$ cat src/rtl/fr_timer_pkg.sv
package fr_timer_pkg;
   localparam logic [7:0] OFF_CTRL = 8'h00;
   localparam logic [7:0] OFF_PRE  = 8'h04;
   localparam logic [7:0] OFF_STAT = 8'h08;
   localparam logic [7:0] OFF_IEN  = 8'h0C;
   localparam logic [7:0] OFF_CMP  = 8'h10;
   localparam logic [7:0] OFF_CNT  = 8'h24;

   localparam logic [2:0] SRC_BUS = 3'd1;
   localparam logic [2:0] SRC_PER = 3'd2;
   localparam logic [2:0] SRC_OSC = 3'd5;

   // field position of the fast-path divisor inside the prescaler word
   localparam int unsigned PRE24_LSB = 12;

   typedef struct packed {
      logic       path24;
      logic       freerun;
      logic [2:0] src;
      logic       waiten;
      logic       en;
   } ctrl_t;
endpackage

$ cat src/rtl/fr_timer_div.sv
module fr_timer_div #(
   parameter int unsigned W = 12
) (
   input  logic         clk,
   input  logic         rst_n,
   input  logic         clr,
   input  logic         tick_in,
   input  logic [W-1:0] div,
   output logic         tick_out
);
   logic [W-1:0] phase_q;
   logic         wrap;

   assign wrap     = (phase_q >= div);
   assign tick_out = tick_in && wrap;

   always_ff @(posedge clk or negedge rst_n) begin
      if (!rst_n)       phase_q <= '0;
      else if (clr)     phase_q <= '0;
      else if (tick_in) phase_q <= wrap ? '0 : phase_q + 1'b1;
   end
endmodule

$ cat src/rtl/fr_timer_tick.sv
module fr_timer_tick
   import fr_timer_pkg::*;
#(
   parameter int unsigned PRE_W   = 12,
   parameter int unsigned PRE24_W = 4,
   parameter bit          HAS_24M = 1'b1
) (
   input  logic               clk,
   input  logic               rst_n,
   input  logic               en,
   input  logic               run,
   input  logic [2:0]         src,
   input  logic               path24,
   input  logic               tick_bus,
   input  logic               tick_per,
   input  logic               tick_osc,
   input  logic [PRE_W-1:0]   pre,
   input  logic [PRE24_W-1:0] pre24,
   output logic               tick
);
   logic raw, fast_sel, main_out, fast_out;

   always_comb begin
      unique case (src)
         SRC_BUS: raw = tick_bus;
         SRC_PER: raw = tick_per;
         SRC_OSC: raw = tick_osc;
         default: raw = 1'b0;
      endcase
   end

   assign fast_sel = HAS_24M && path24 && (src == SRC_OSC);

   fr_timer_div #(.W(PRE_W)) u_main (
      .clk(clk), .rst_n(rst_n), .clr(!en),
      .tick_in(run && raw && !fast_sel), .div(pre), .tick_out(main_out)
   );

   generate
      if (HAS_24M) begin : g_fast
         fr_timer_div #(.W(PRE24_W)) u_fast (
            .clk(clk), .rst_n(rst_n), .clr(!en),
            .tick_in(run && tick_osc && fast_sel), .div(pre24), .tick_out(fast_out)
         );
      end else begin : g_nofast
         assign fast_out = 1'b0;
      end
   endgenerate

   assign tick = main_out || fast_out;
endmodule

$ cat src/rtl/fr_timer_core.sv
module fr_timer_core #(
   parameter int unsigned CNT_W = 32
) (
   input  logic             clk,
   input  logic             rst_n,
   input  logic             en,
   input  logic             tick,
   input  logic [CNT_W-1:0] cmp,
   input  logic             clr_flag,
   output logic [CNT_W-1:0] cnt,
   output logic             flag
);
   logic [CNT_W-1:0] nxt;
   logic             hit;

   assign nxt = cnt + 1'b1;
   assign hit = tick && (nxt == cmp);

   always_ff @(posedge clk or negedge rst_n) begin
      if (!rst_n)    cnt <= '0;
      else if (!en)  cnt <= '0;
      else if (tick) cnt <= nxt;
   end

   // a new match outranks a clearing write on the same edge
   always_ff @(posedge clk or negedge rst_n) begin
      if (!rst_n)        flag <= 1'b0;
      else if (hit)      flag <= 1'b1;
      else if (clr_flag) flag <= 1'b0;
   end
endmodule

$ cat src/rtl/fr_timer.sv
module fr_timer
   import fr_timer_pkg::*;
#(
   parameter int unsigned CNT_W   = 32,
   parameter int unsigned ADDR_W  = 8,
   parameter int unsigned PRE_W   = 12,
   parameter int unsigned PRE24_W = 4,
   parameter bit          HAS_24M = 1'b1
) (
   input  logic              clk,
   input  logic              rst_n,
   input  logic [ADDR_W-1:0] addr,
   input  logic              wr_en,
   input  logic [31:0]       wdata,
   output logic [31:0]       rdata,
   input  logic              tick_bus,
   input  logic              tick_per,
   input  logic              tick_osc,
   input  logic              wait_req,
   output logic              irq
);
   localparam int unsigned RD_PAD = 32 - CNT_W;

   generate
      if (CNT_W < 8 || CNT_W > 32) begin : g_bad_cnt
         $error("fr_timer: CNT_W must lie in 8..32");
      end
      if (PRE_W < 1 || PRE_W > PRE24_LSB) begin : g_bad_pre
         $error("fr_timer: PRE_W must lie in 1..12");
      end
      if (PRE24_W < 1 || PRE24_W > 4) begin : g_bad_pre24
         $error("fr_timer: PRE24_W must lie in 1..4");
      end
      if (ADDR_W < 6) begin : g_bad_addr
         $error("fr_timer: ADDR_W must be at least 6");
      end
   endgenerate

   ctrl_t              ctrl_q;
   logic [PRE_W-1:0]   pre_q;
   logic [PRE24_W-1:0] pre24_q;
   logic               ie_q;
   logic [CNT_W-1:0]   cmp_q;
   logic [CNT_W-1:0]   cnt_q;
   logic               flag_q;
   logic               ctrl_en;
   logic               run, tick, clr_flag;
   logic               sel_ctrl, sel_pre, sel_stat, sel_ien, sel_cmp, sel_cnt;

   assign sel_ctrl = (addr == ADDR_W'(OFF_CTRL));
   assign sel_pre  = (addr == ADDR_W'(OFF_PRE));
   assign sel_stat = (addr == ADDR_W'(OFF_STAT));
   assign sel_ien  = (addr == ADDR_W'(OFF_IEN));
   assign sel_cmp  = (addr == ADDR_W'(OFF_CMP));
   assign sel_cnt  = (addr == ADDR_W'(OFF_CNT));

   always_ff @(posedge clk or negedge rst_n) begin
      if (!rst_n) begin
         ctrl_q  <= '0;
         pre_q   <= '0;
         pre24_q <= '0;
         ie_q    <= 1'b0;
         cmp_q   <= '0;
      end else if (wr_en) begin
         if (sel_ctrl) begin
            ctrl_q.en      <= wdata[0];
            ctrl_q.waiten  <= wdata[3];
            ctrl_q.src     <= wdata[8:6];
            ctrl_q.freerun <= wdata[9];
            ctrl_q.path24  <= wdata[10];
         end
         if (sel_pre) begin
            pre_q   <= wdata[PRE_W-1:0];
            pre24_q <= wdata[PRE24_LSB +: PRE24_W];
         end
         if (sel_ien) ie_q  <= wdata[0];
         if (sel_cmp) cmp_q <= wdata[CNT_W-1:0];
      end
   end

   assign ctrl_en  = ctrl_q.en;
   assign run      = ctrl_q.en && !(wait_req && !ctrl_q.waiten);
   assign clr_flag = wr_en && sel_stat && wdata[0];

   fr_timer_tick #(.PRE_W(PRE_W), .PRE24_W(PRE24_W), .HAS_24M(HAS_24M)) u_tick (
      .clk(clk), .rst_n(rst_n), .en(ctrl_en), .run(run),
      .src(ctrl_q.src), .path24(ctrl_q.path24),
      .tick_bus(tick_bus), .tick_per(tick_per), .tick_osc(tick_osc),
      .pre(pre_q), .pre24(pre24_q), .tick(tick)
   );

   fr_timer_core #(.CNT_W(CNT_W)) u_core (
      .clk(clk), .rst_n(rst_n), .en(ctrl_en), .tick(tick),
      .cmp(cmp_q), .clr_flag(clr_flag), .cnt(cnt_q), .flag(flag_q)
   );

   always_ff @(posedge clk or negedge rst_n) begin
      if (!rst_n) irq <= 1'b0;
      else        irq <= flag_q && ie_q;
   end

   logic [11:0] pre_rd;
   logic [3:0]  pre24_rd;
   assign pre_rd   = 12'(pre_q);
   assign pre24_rd = 4'(pre24_q);

   always_comb begin
      rdata = '0;
      if (sel_ctrl) rdata = {21'b0, ctrl_q.path24, ctrl_q.freerun, ctrl_q.src,
                             2'b0, ctrl_q.waiten, 2'b0, ctrl_q.en};
      if (sel_pre)  rdata = {16'b0, pre24_rd, pre_rd};
      if (sel_stat) rdata = {31'b0, flag_q};
      if (sel_ien)  rdata = {31'b0, ie_q};
      if (sel_cmp)  rdata = {{RD_PAD{1'b0}}, cmp_q};
      if (sel_cnt)  rdata = {{RD_PAD{1'b0}}, cnt_q};
   end
endmodule

$ cat config.mk
export PLATFORM = sky130hd
export DESIGN_NAME = fr_timer
export DESIGN_NICKNAME = d
export VERILOG_FILES = /design/src/rtl/fr_timer_pkg.sv /design/src/rtl/fr_timer_div.sv /design/src/rtl/fr_timer_tick.sv /design/src/rtl/fr_timer_core.sv /design/src/rtl/fr_timer.sv
export SDC_FILE = /design/constraint.sdc
export NUM_CORES = 1
export LEC_CHECK = 0
export ABC_AREA = 1
export BUFFER_PORTS_ARGS = -buffer_cell sky130_fd_sc_hd__buf_4
export CAP_MARGIN = 0
export CELL_PAD_IN_SITES_DETAIL_PLACEMENT = 1
export CELL_PAD_IN_SITES_GLOBAL_PLACEMENT = 1
export CORE_UTILIZATION = 38
export CTS_CLUSTER_DIAMETER = 60
export DETAILED_ROUTE_END_ITERATION = 16
export HOLD_SLACK_MARGIN = 0.1
export PLACE_DENSITY = 0.8
export SYNTH_ARGS = -nofsm -noshare
export SYNTH_HDL_FRONTEND = slang
export SYNTH_SLANG_ARGS = --single-unit
$ cat constraint.sdc
create_clock -name clk -period 2.04 [get_ports clk]
set_clock_uncertainty 0.2 [all_clocks]
set_input_delay 0 -clock clk [delete_from_list [all_inputs] [get_ports clk]]
set_output_delay 0 -clock clk [all_outputs]
set_load 0.02 [all_outputs]
==> insert_results.sql, run 1 <==
INSERT INTO impl_metrics (metric_group, metric, value, unit) VALUES
('sta', 'setup_viol_count_final', '46', ''),
('place', 'gpl.final_weighted_congestion', '0.929', ''),
('sta', 'fin_worst_hold_slack', '0.233', 'ns'),
('sta', 'slew_headroom', '63.6', '%'),
('floorplan', 'floorplan.initialDensity', '39.0', '%'),
('synth', 'ys_types', '41', ''),
('final_layout', 'final_layout_size_suffix_gt1_share', '36.5', '%'),
('critical_path', 'worst_r2r_path_depth', '13', ''),
('sta', 'finalHoldViolCount', '0', ''),
('floorplan', 'floorplan.die.width', '135', 'microns'),
('synth', 'synth.cell_area', '6750', 'sq um'),
('sta', 'fin_ws', '-0.501', 'ns'),
('clocking', 'tritoncts_num_sinks', '106', ''),
('global_routing', 'antenna_found_initial', '1', ''),
('run', 'cap_viol_max_count', '0', ''),
('synth', 'synth-seq-area-share', '39.3', '%'),
('final_layout', 'filler_cell_count', '2086', ''),
('synth', 'postSynth.topFlopCell', 'sky130_fd_sc_hd__dfrtp_1', ''),
('critical_path', 'timing.rr.start', 'u_core.cnt[8]$_DFFE_PN0P_', ''),
('synth', 'synth_simple_gate_area_share', '31.2', '%'),
('critical_path', 'reg2reg_setup_slack', '-0.50', 'ns'),
('routing', 'route.detailed.wl_per_inst', '24.6', 'microns'),
('synth', 'yosysWarningCount', '0', ''),
('routing', 'detailroute.wirelength.met2', '18000', 'microns'),
('place', 'place_hpwl', '19200', 'microns'),
('critical_path', 'worst-endpoint-required', '2.15', 'ns'),
('final_layout', 'final-seq-area', '2650', 'sq um'),
('synth', 'yosys-mux-area-fraction', '0.167', '%'),
('clocking', 'clkTransAtPathRegs', '0.09', 'ns'),
('power', 'max-vdd-ir-drop', '0.000432', 'V'),
('synth', 'synth_compound_area_share', '13.7', '%'),
('critical_path', 'critPathCaptureType', 'flip-flop', ''),
('global_routing', 'vias_in_the_first_global_route', '8715', ''),
('critical_path', 'cp_top_family', 'simple AND/OR/NAND/NOR gates', ''),
('sta', 'final.min_clock_period', '2.54', 'ns'),
('power', 'power.static_leakage', '5.03', 'nW'),
('routing', 'dr_wl_met3', '2610', 'microns'),
('critical_path', 'timing.setup.critical_path_class', 'flip-flop to flip-flop', ''),
('routing', 'drt_iter0_drc', '791', ''),
('global_routing', 'pin_count_of_the_biggest_net_entering_global_routing', '64', ''),
('floorplan', 'die_height', '135', 'microns'),
('routing', 'detail_route.wirelength.met1', '13000', 'microns'),
('synth', 'ys_top_cells_by_area', 'sky130_fd_sc_hd__dfrtp_1 39%, sky130_fd_sc_hd__nand2_1 16%, sky130_fd_sc_hd__inv_1 7.3%, sky130_fd_sc_hd__nand3_1 6.8%, sky130_fd_sc_hd__o21ai_0 6.0%', ''),
('synth', 'xor_xnor_cell_area_share_of_the_yosys_netlist', '2.87', '%'),
('synth', 'synth.ff_latch_count', '106', ''),
('hold_path', 'whs_path_depth', '3', ''),
('final_layout', 'most_common_cell_after_layout_fill_and_taps_aside', 'sky130_fd_sc_hd__nand2_1', ''),
('floorplan', 'placeable_core_area', '17300', 'sq um'),
('routing', 'detailedRoute.firstPassIterationCount', '5', ''),
('clocking', 'cts_tree', 'done', ''),
('synth', 'synth_edf_count', '0', ''),
('synth', 'yosysTopAreaCellShare', '39.3', '%'),
('hold_path', 'holdCritPathClass', 'input port to flip-flop', ''),
('power', 'power.total', '0.00470', 'W'),
('synth', 'syn-num-nets', '1032', ''),
('final_layout', 'layout_common_cells', '234 x sky130_fd_sc_hd__nand2_1, 227 x sky130_fd_sc_hd__buf_4, 120 x sky130_fd_sc_hd__inv_1', ''),
('final_layout', 'layout.nets', '1324', ''),
('sta', 'maxSlewViolCount', '0', ''),
('status', 'outcome', 'finished, violations left', ''),
('synth', 'synthesis.instances', '966', ''),
('routing', 'avgViaCountPerCell', '5.98', ''),
('critical_path', 'cp-startpoint', 'u_core.cnt[8]$_DFFE_PN0P_', ''),
('floorplan', 'floorplan.rows', '48', ''),
('critical_path', 'crit_top_cell', 'sky130_fd_sc_hd__nand2_1', ''),
('synth', 'synth_area_per_cell', '6.99', 'sq um'),
('status', 'violated_checks', 'negative setup slack', ''),
('hold_path', 'start_point_of_the_worst_hold_path', 'wdata[29]', ''),
('routing', 'vias', '8909', ''),
('floorplan', 'boundaryPins', '80', ''),
('critical_path', 'cp_num_buf_inv', '2', ''),
('critical_path', 'critical_path.reg2reg.endpoint', 'u_core.flag$_DFFE_PN0P_', '');
how the worst max path moves through the flow:
stage                                       endpoint  slack [ns]  depth (start not counted)
after floorplan           u_core.cnt[10]$_DFFE_PN0P_       -0.02                         11
after global placement     u_core.cnt[1]$_DFFE_PN0P_       -0.25                         12
after detailed placement  u_core.cnt[15]$_DFFE_PN0P_       -0.36                         13
after CTS                 u_core.cnt[30]$_DFFE_PN0P_       -0.17                         12
after global routing         u_core.flag$_DFFE_PN0P_       -0.56                         15
final                        u_core.flag$_DFFE_PN0P_       -0.50                         13
synthesized netlist by cell type, drive strengths merged, types with 2 or more instances:
master  instances
nand2         285
inv           138
dfrtp         106
nor2           96
nand3          92
o21ai          83
a21oi          33
o22ai          29
ha             19
clkbuf         17
xor2           15
buf             8
nand4           8
nor3            6
a22oi           5
o221ai          4
a221oi          3
nand3b          3
a211oi          2
or2             2
xnor2           2
xnor3           2
stage by stage:
step	setup TNS [ns]	cell area, sq um	util, %	std cells
3_5_place_dp	-10.38	8610	49.8	1383
6_report	-9.92	10700	61.8	1490
4_1_cts	-5.04	9920	57.3	1470
5_1_grt	-13.04	10700	61.8	1488
3_3_place_gp	-6.72	8610	49.8	1383
2_1_floorplan	-0.383	6750	-	966
layer usage:
layer  global-route usage [%]  vias up
li1                         -     3726
met1                     37.2     4370
met2                     58.8      561
met3                     5.27      252
met4                     18.2        0
met5                        0        -
state kept, by name, indices dropped and copies added (netlist names):
register	count
cmp_q	32
ctrl_en	1
ctrl_q	6
ie_q	1
irq	1
pre24_q	4
pre_q	12
u_core.cnt	32
u_core.flag	1
u_tick.g_fast.u_fast.phase_q	4
u_tick.u_main.phase_q	12
tightest hold or removal path: stages:
cell and delay [ns]:
sky130_fd_sc_hd__dlygate4sd3_1 0.54, sky130_fd_sc_hd__buf_4 0.10, sky130_fd_sc_hd__mux2_2 0.13
cell type report:
class	instances	area share, %
clock inverter	7	0.632
sequential	106	24.8
multi-input combinational	697	40.2
antenna	2	0.0468
timing repair buffer	305	24.6
tap	225	2.63
clock buffer	9	2.11
inverter	139	4.95
where the power goes:
part	switching [W]	total (W)	leakage, nW	internal (W)
clock network	0.000969	0.00183	0.145	0.000863
registers	0.0000599	0.00221	1.39	0.00215
logic	0.000360	0.000650	3.49	0.000290
total	0.00139	0.00470	5.03	0.00331
timing repair:
| action | in CTS | in global routing |
|---|---|---|
| endpoints found under the hold margin | 167 | 0 |
| buffers inserted | 12 | 16 |
| pin swaps | 22 | 57 |
| resized for setup | 88 | 148 |
| endpoints found under the setup margin | 45 | 49 |
| hold buffers | 56 | 0 |
| cloned | 3 | 2 |
logic make-up after synthesis:
kind of cell / after synthesis
AO/OA/AOI/OAI: 165
multiplexers: 1
flip-flops: 106
buffers and inverters: 164
XOR/XNOR: 19
AND/OR/NAND/NOR: 492
adder cells (fa/ha/maj): 19
Note: power is estimated with default switching activity, not from simulation.
==> run 2, diff against run 1 <==
Settings changed: ABC_AREA 1 to 0, CORE_UTILIZATION 38 to 40, MAX_ROUTING_LAYER set to met4, PLACE_DENSITY 0.8 to 0.79.
==> insert_results.sql, run 2 <==
INSERT INTO impl_metrics (metric_group, metric, value, unit) VALUES
('sta', 'slew_headroom', '63.2', '%'),
('routing', 'avgViaCountPerCell', '6.19', ''),
('routing', 'routed_wirelength', '31400', 'microns'),
('routing', 'remaining_drc_errors', '0', ''),
('hold_path', 'holdCritPathClass', 'input port to flip-flop', ''),
('synth', 'synth_area_per_cell', '9.63', 'sq um'),
('synth', 'synth-seq-area-share', '39.7', '%'),
('clocking', 'root_buffer', 'sky130_fd_sc_hd__clkbuf_16', ''),
('sta', 'maxSlewViolCount', '0', ''),
('power', 'power.static_leakage', '4.93', 'nW'),
('status', 'violated_checks', 'negative setup slack', ''),
('clocking', 'cts_tree', 'done', ''),
('routing', 'route.detailed.wl_per_inst', '26.5', 'microns'),
('global_routing', 'overflow', '0', ''),
('routing', 'drt_iter0_drc', '622', ''),
('final_layout', 'largestRegisters', 'cmp_q: 32 flops, u_core.cnt: 32 flops', ''),
('synth', 'synth-async-reset-ratio', '100', '%'),
('place', 'port_buffers', '79', ''),
('final_layout', 'most_common_cell_after_layout_fill_and_taps_aside', 'sky130_fd_sc_hd__buf_4', ''),
('synth', 'yosysWarningCount', '0', ''),
('floorplan', 'floorplan.initialDensity', '41.4', '%'),
('sta', 'rsz_0062_raised_after_global_routing', 'yes', ''),
('final_layout', 'final_layout_size_suffix_gt1_share', '45.0', '%'),
('synth', 'ys_top_cells_by_area', 'sky130_fd_sc_hd__dfrtp_1 40%, sky130_fd_sc_hd__mux2_2 9.4%, sky130_fd_sc_hd__xnor2_1 4.2%, sky130_fd_sc_hd__a22o_1 3.8%, sky130_fd_sc_hd__ha_1 3.6%', ''),
('floorplan', 'floorplan.die.width', '131', 'microns'),
('clocking', 'tritoncts_num_sinks', '106', ''),
('clocking', 'cts-root-to-sink-buffers', '2', ''),
('power', 'power.total', '0.00473', 'W'),
('place', 'place_hpwl', '17200', 'microns'),
('floorplan', 'floorplan.rows', '46', ''),
('critical_path', 'crit_fanout', '3', ''),
('floorplan', 'placeable_core_area', '16100', 'sq um'),
('synth', 'yosysMostFrequentCell', 'sky130_fd_sc_hd__dfrtp_1', ''),
('routing', 'detailedRoute.firstPassIterationCount', '5', ''),
('floorplan', 'fp.dieArea', '17200', 'sq um'),
('synth', 'yosysTopAreaCellShare', '39.7', '%'),
('status', 'outcome', 'finished, violations left', ''),
('critical_path', 'worst_r2r_path_depth', '10', ''),
('sta', 'finalHoldViolCount', '0', ''),
('synth', 'synth_edf_count', '0', ''),
('clocking', 'clk-insertion-delay-late', '0.38', 'ns'),
('final_layout', 'layout.nets', '1034', ''),
('synth', 'post_synth_most_frequent_cells', '106 x sky130_fd_sc_hd__dfrtp_1, 56 x sky130_fd_sc_hd__mux2_2, 49 x sky130_fd_sc_hd__nand2_1, 40 x sky130_fd_sc_hd__o21ai_0, 35 x sky130_fd_sc_hd__nor2_1', ''),
('place', 'gpl.final_weighted_congestion', '0.944', ''),
('clocking', 'cts_inserted_buffers', '9', ''),
('sta', 'fin_ws', '-0.872', 'ns'),
('synth', 'synth.cell_area', '6680', 'sq um'),
('synth', 'syn-num-nets', '759', ''),
('global_routing', 'antenna_found_initial', '0', ''),
('critical_path', 'cp-startpoint', 'u_core.cnt[1]$_DFFE_PN0P_', ''),
('critical_path', 'timing.setup.critical_path_class', 'flip-flop to flip-flop', ''),
('critical_path', 'timing.rr.start', 'u_core.cnt[1]$_DFFE_PN0P_', ''),
('sta', 'highest_clock_rate', '343', 'MHz'),
('sta', 'max_slew.worst_pin.slew', '0.552', 'ns'),
('synth', 'synthesis.instances', '693', ''),
('synth', 'synth.ff_latch_count', '106', ''),
('global_routing', 'grt_first_pass_wirelength', '43000', 'microns'),
('power', 'max-vdd-ir-drop', '0.000466', 'V'),
('sta', 'timing.setup.tns', '-27.69', 'ns'),
('synth', 'ys_types', '68', ''),
('critical_path', 'critPathCaptureType', 'flip-flop', ''),
('floorplan', 'die_height', '131', 'microns'),
('sta', 'post-route-period-util', '143', '%'),
('hold_path', 'whs_path_depth', '5', ''),
('critical_path', 'startpoint_type', 'flip-flop', ''),
('clocking', 'clkTransAtPathRegs', '0.08', 'ns'),
('sta', 'setup_viol_count_final', '46', ''),
('power', 'power-per-cell-area', '463', 'nW/um^2'),
('hold_path', 'start_point_of_the_worst_hold_path', 'addr[2]', ''),
('final_layout', 'antennaDiodeCount', '0', ''),
('critical_path', 'worst-endpoint-required', '2.13', 'ns'),
('global_routing', 'total_routing_usage_gr', '33.1', '%'),
('clocking', 'clock_tree.htree_level_count', '3', ''),
('synth', 'synth_area_leader_cell', 'sky130_fd_sc_hd__dfrtp_1', ''),
('routing', 'vias', '7354', ''),
('floorplan', 'boundaryPins', '80', ''),
('synth', 'postSynth.topFlopCell', 'sky130_fd_sc_hd__dfrtp_1', ''),
('global_routing', 'vias_in_the_first_global_route', '7738', ''),
('sta', 'fin_worst_hold_slack', '0.192', 'ns'),
('final_layout', 'layout_common_cells', '239 x sky130_fd_sc_hd__buf_4, 105 x sky130_fd_sc_hd__dfrtp_1, 56 x sky130_fd_sc_hd__mux2_2', ''),
('sta', 'final.min_clock_period', '2.91', 'ns'),
('run', 'cap_viol_max_count', '0', ''),
('global_routing', 'pin_count_of_the_biggest_net_entering_global_routing', '42', ''),
('place', 'placement_cell_area', '8660', 'sq um'),
('final_layout', 'area.growth.synth_to_final', '53.2', '%'),
('routing', 'antenna_left', '0', ''),
('critical_path', 'worst-endpoint-arrival', '3.00', 'ns'),
('final_layout', 'post-route-cell-area', '10200', 'sq um');
-- run 2: cell types whose count changed in the layout (fill, tap and decap cells not counted), moves of 19 or more --
| cell | change |
|---|---|
| sky130_fd_sc_hd__xnor2_1 | +30 |
| sky130_fd_sc_hd__o22ai_2 | -19 |
| sky130_fd_sc_hd__nand3_1 | -45 |
| sky130_fd_sc_hd__inv_1 | -92 |
| sky130_fd_sc_hd__nand2_2 | -44 |
| sky130_fd_sc_hd__o21ai_0 | -53 |
| sky130_fd_sc_hd__nand3_2 | -22 |
| sky130_fd_sc_hd__nand2_1 | -189 |
| sky130_fd_sc_hd__nor2_1 | -36 |
| sky130_fd_sc_hd__mux2_2 | +55 |
| sky130_fd_sc_hd__a22o_1 | +28 |
-- run 2: report_power, final --
| part | internal [W] | switching [W] |
|---|---|---|
| Sequential | 0.00215 | 0.0000601 |
| Combinational | 0.000338 | 0.000311 |
| Clock | 0.000960 | 0.000909 |
-- run 2: cells by family (layout without fill, tap and decap cells) --
| group | after synthesis | in the layout | synth area share, % |
|---|---|---|---|
| AOI/OAI and AO/OA | 157 | 157 | 17.0 |
| xor gates and xnor gates | 51 | 51 | 6.92 |
| adders and majority gates | 19 | 19 | 3.56 |
| buffers and inverters | 81 | 359 | 4.91 |
| DFF | 106 | 106 | 39.7 |
| muxes | 58 | 58 | 9.75 |
| and+or+nand+nor | 221 | 222 | 18.1 |
-- run 2: final timing paths --
kind	end	slack, ns
max	u_core.flag$_DFFE_PN0P_	-0.87
min	cmp_q[1]$_DFFE_PN0P_	0.19
max reg2reg	u_core.flag$_DFFE_PN0P_	-0.87
min reg2reg	ctrl_q[5]$_DFFE_PN0P_	0.32
max in group asynchronous	u_tick.u_main.phase_q[7]$_DFFE_PN0P_	0.82
min in group asynchronous	pre24_q[1]$_DFFE_PN0P_	0.52
-- run 2: what timing repair did --
action,CTS,global route
gates resized for setup,78,50
endpoints found under the hold margin,163,0
endpoints found under the setup margin,47,60
setup buffers,23,13
cloned,4,1
pin swaps,30,22
hold buffers,40,0
-- run 2: cell type report --
class,count,area [sq um]
fill,1723,5890
tap,216,270
timing repair buffer,312,2680
clock inverter,5,65.1
clock buffer,10,229
sequential,106,2650
multi-input combinational,507,4210
inverter,32,120
-- run 2: layer usage --
| metal | share of wire (%) | wire (microns) | global-route usage [%] | vias to the layer above |
|---|---|---|---|---|
| li1 | - | - | - | 3112 |
| met1 | 38 | 12000 | 37.4 | 3678 |
| met2 | 50 | 15700 | 57.9 | 412 |
| met3 | 6.2 | 1960 | 5.79 | 152 |
| met4 | 5.5 | 1740 | 12.8 | 0 |
| met5 | 0 | 0 | - | - |
-- run 2: worst max-delay path, cell delays in order (launching register included) --
cell	delay (ns)
sky130_fd_sc_hd__dfrtp_1	0.45
sky130_fd_sc_hd__buf_4	0.17
sky130_fd_sc_hd__ha_1	0.25
sky130_fd_sc_hd__buf_4	0.18
sky130_fd_sc_hd__nand3_1	0.20
sky130_fd_sc_hd__xnor2_1	0.26
sky130_fd_sc_hd__nand4_1	0.24
sky130_fd_sc_hd__a2111oi_4	0.39
sky130_fd_sc_hd__buf_4	0.17
sky130_fd_sc_hd__nand4_1	0.13
sky130_fd_sc_hd__o21ai_1	0.19
-- run 2: through the flow --
step	setup WS, ns	util [%]	std cells
after floorplan	-0.469	-	693
after global placement	-0.720	53.7	1095
after detailed placement	-0.786	53.7	1095
after CTS	-0.603	61.9	1177
after global routing	-0.935	63.5	1188
final	-0.872	63.5	1188
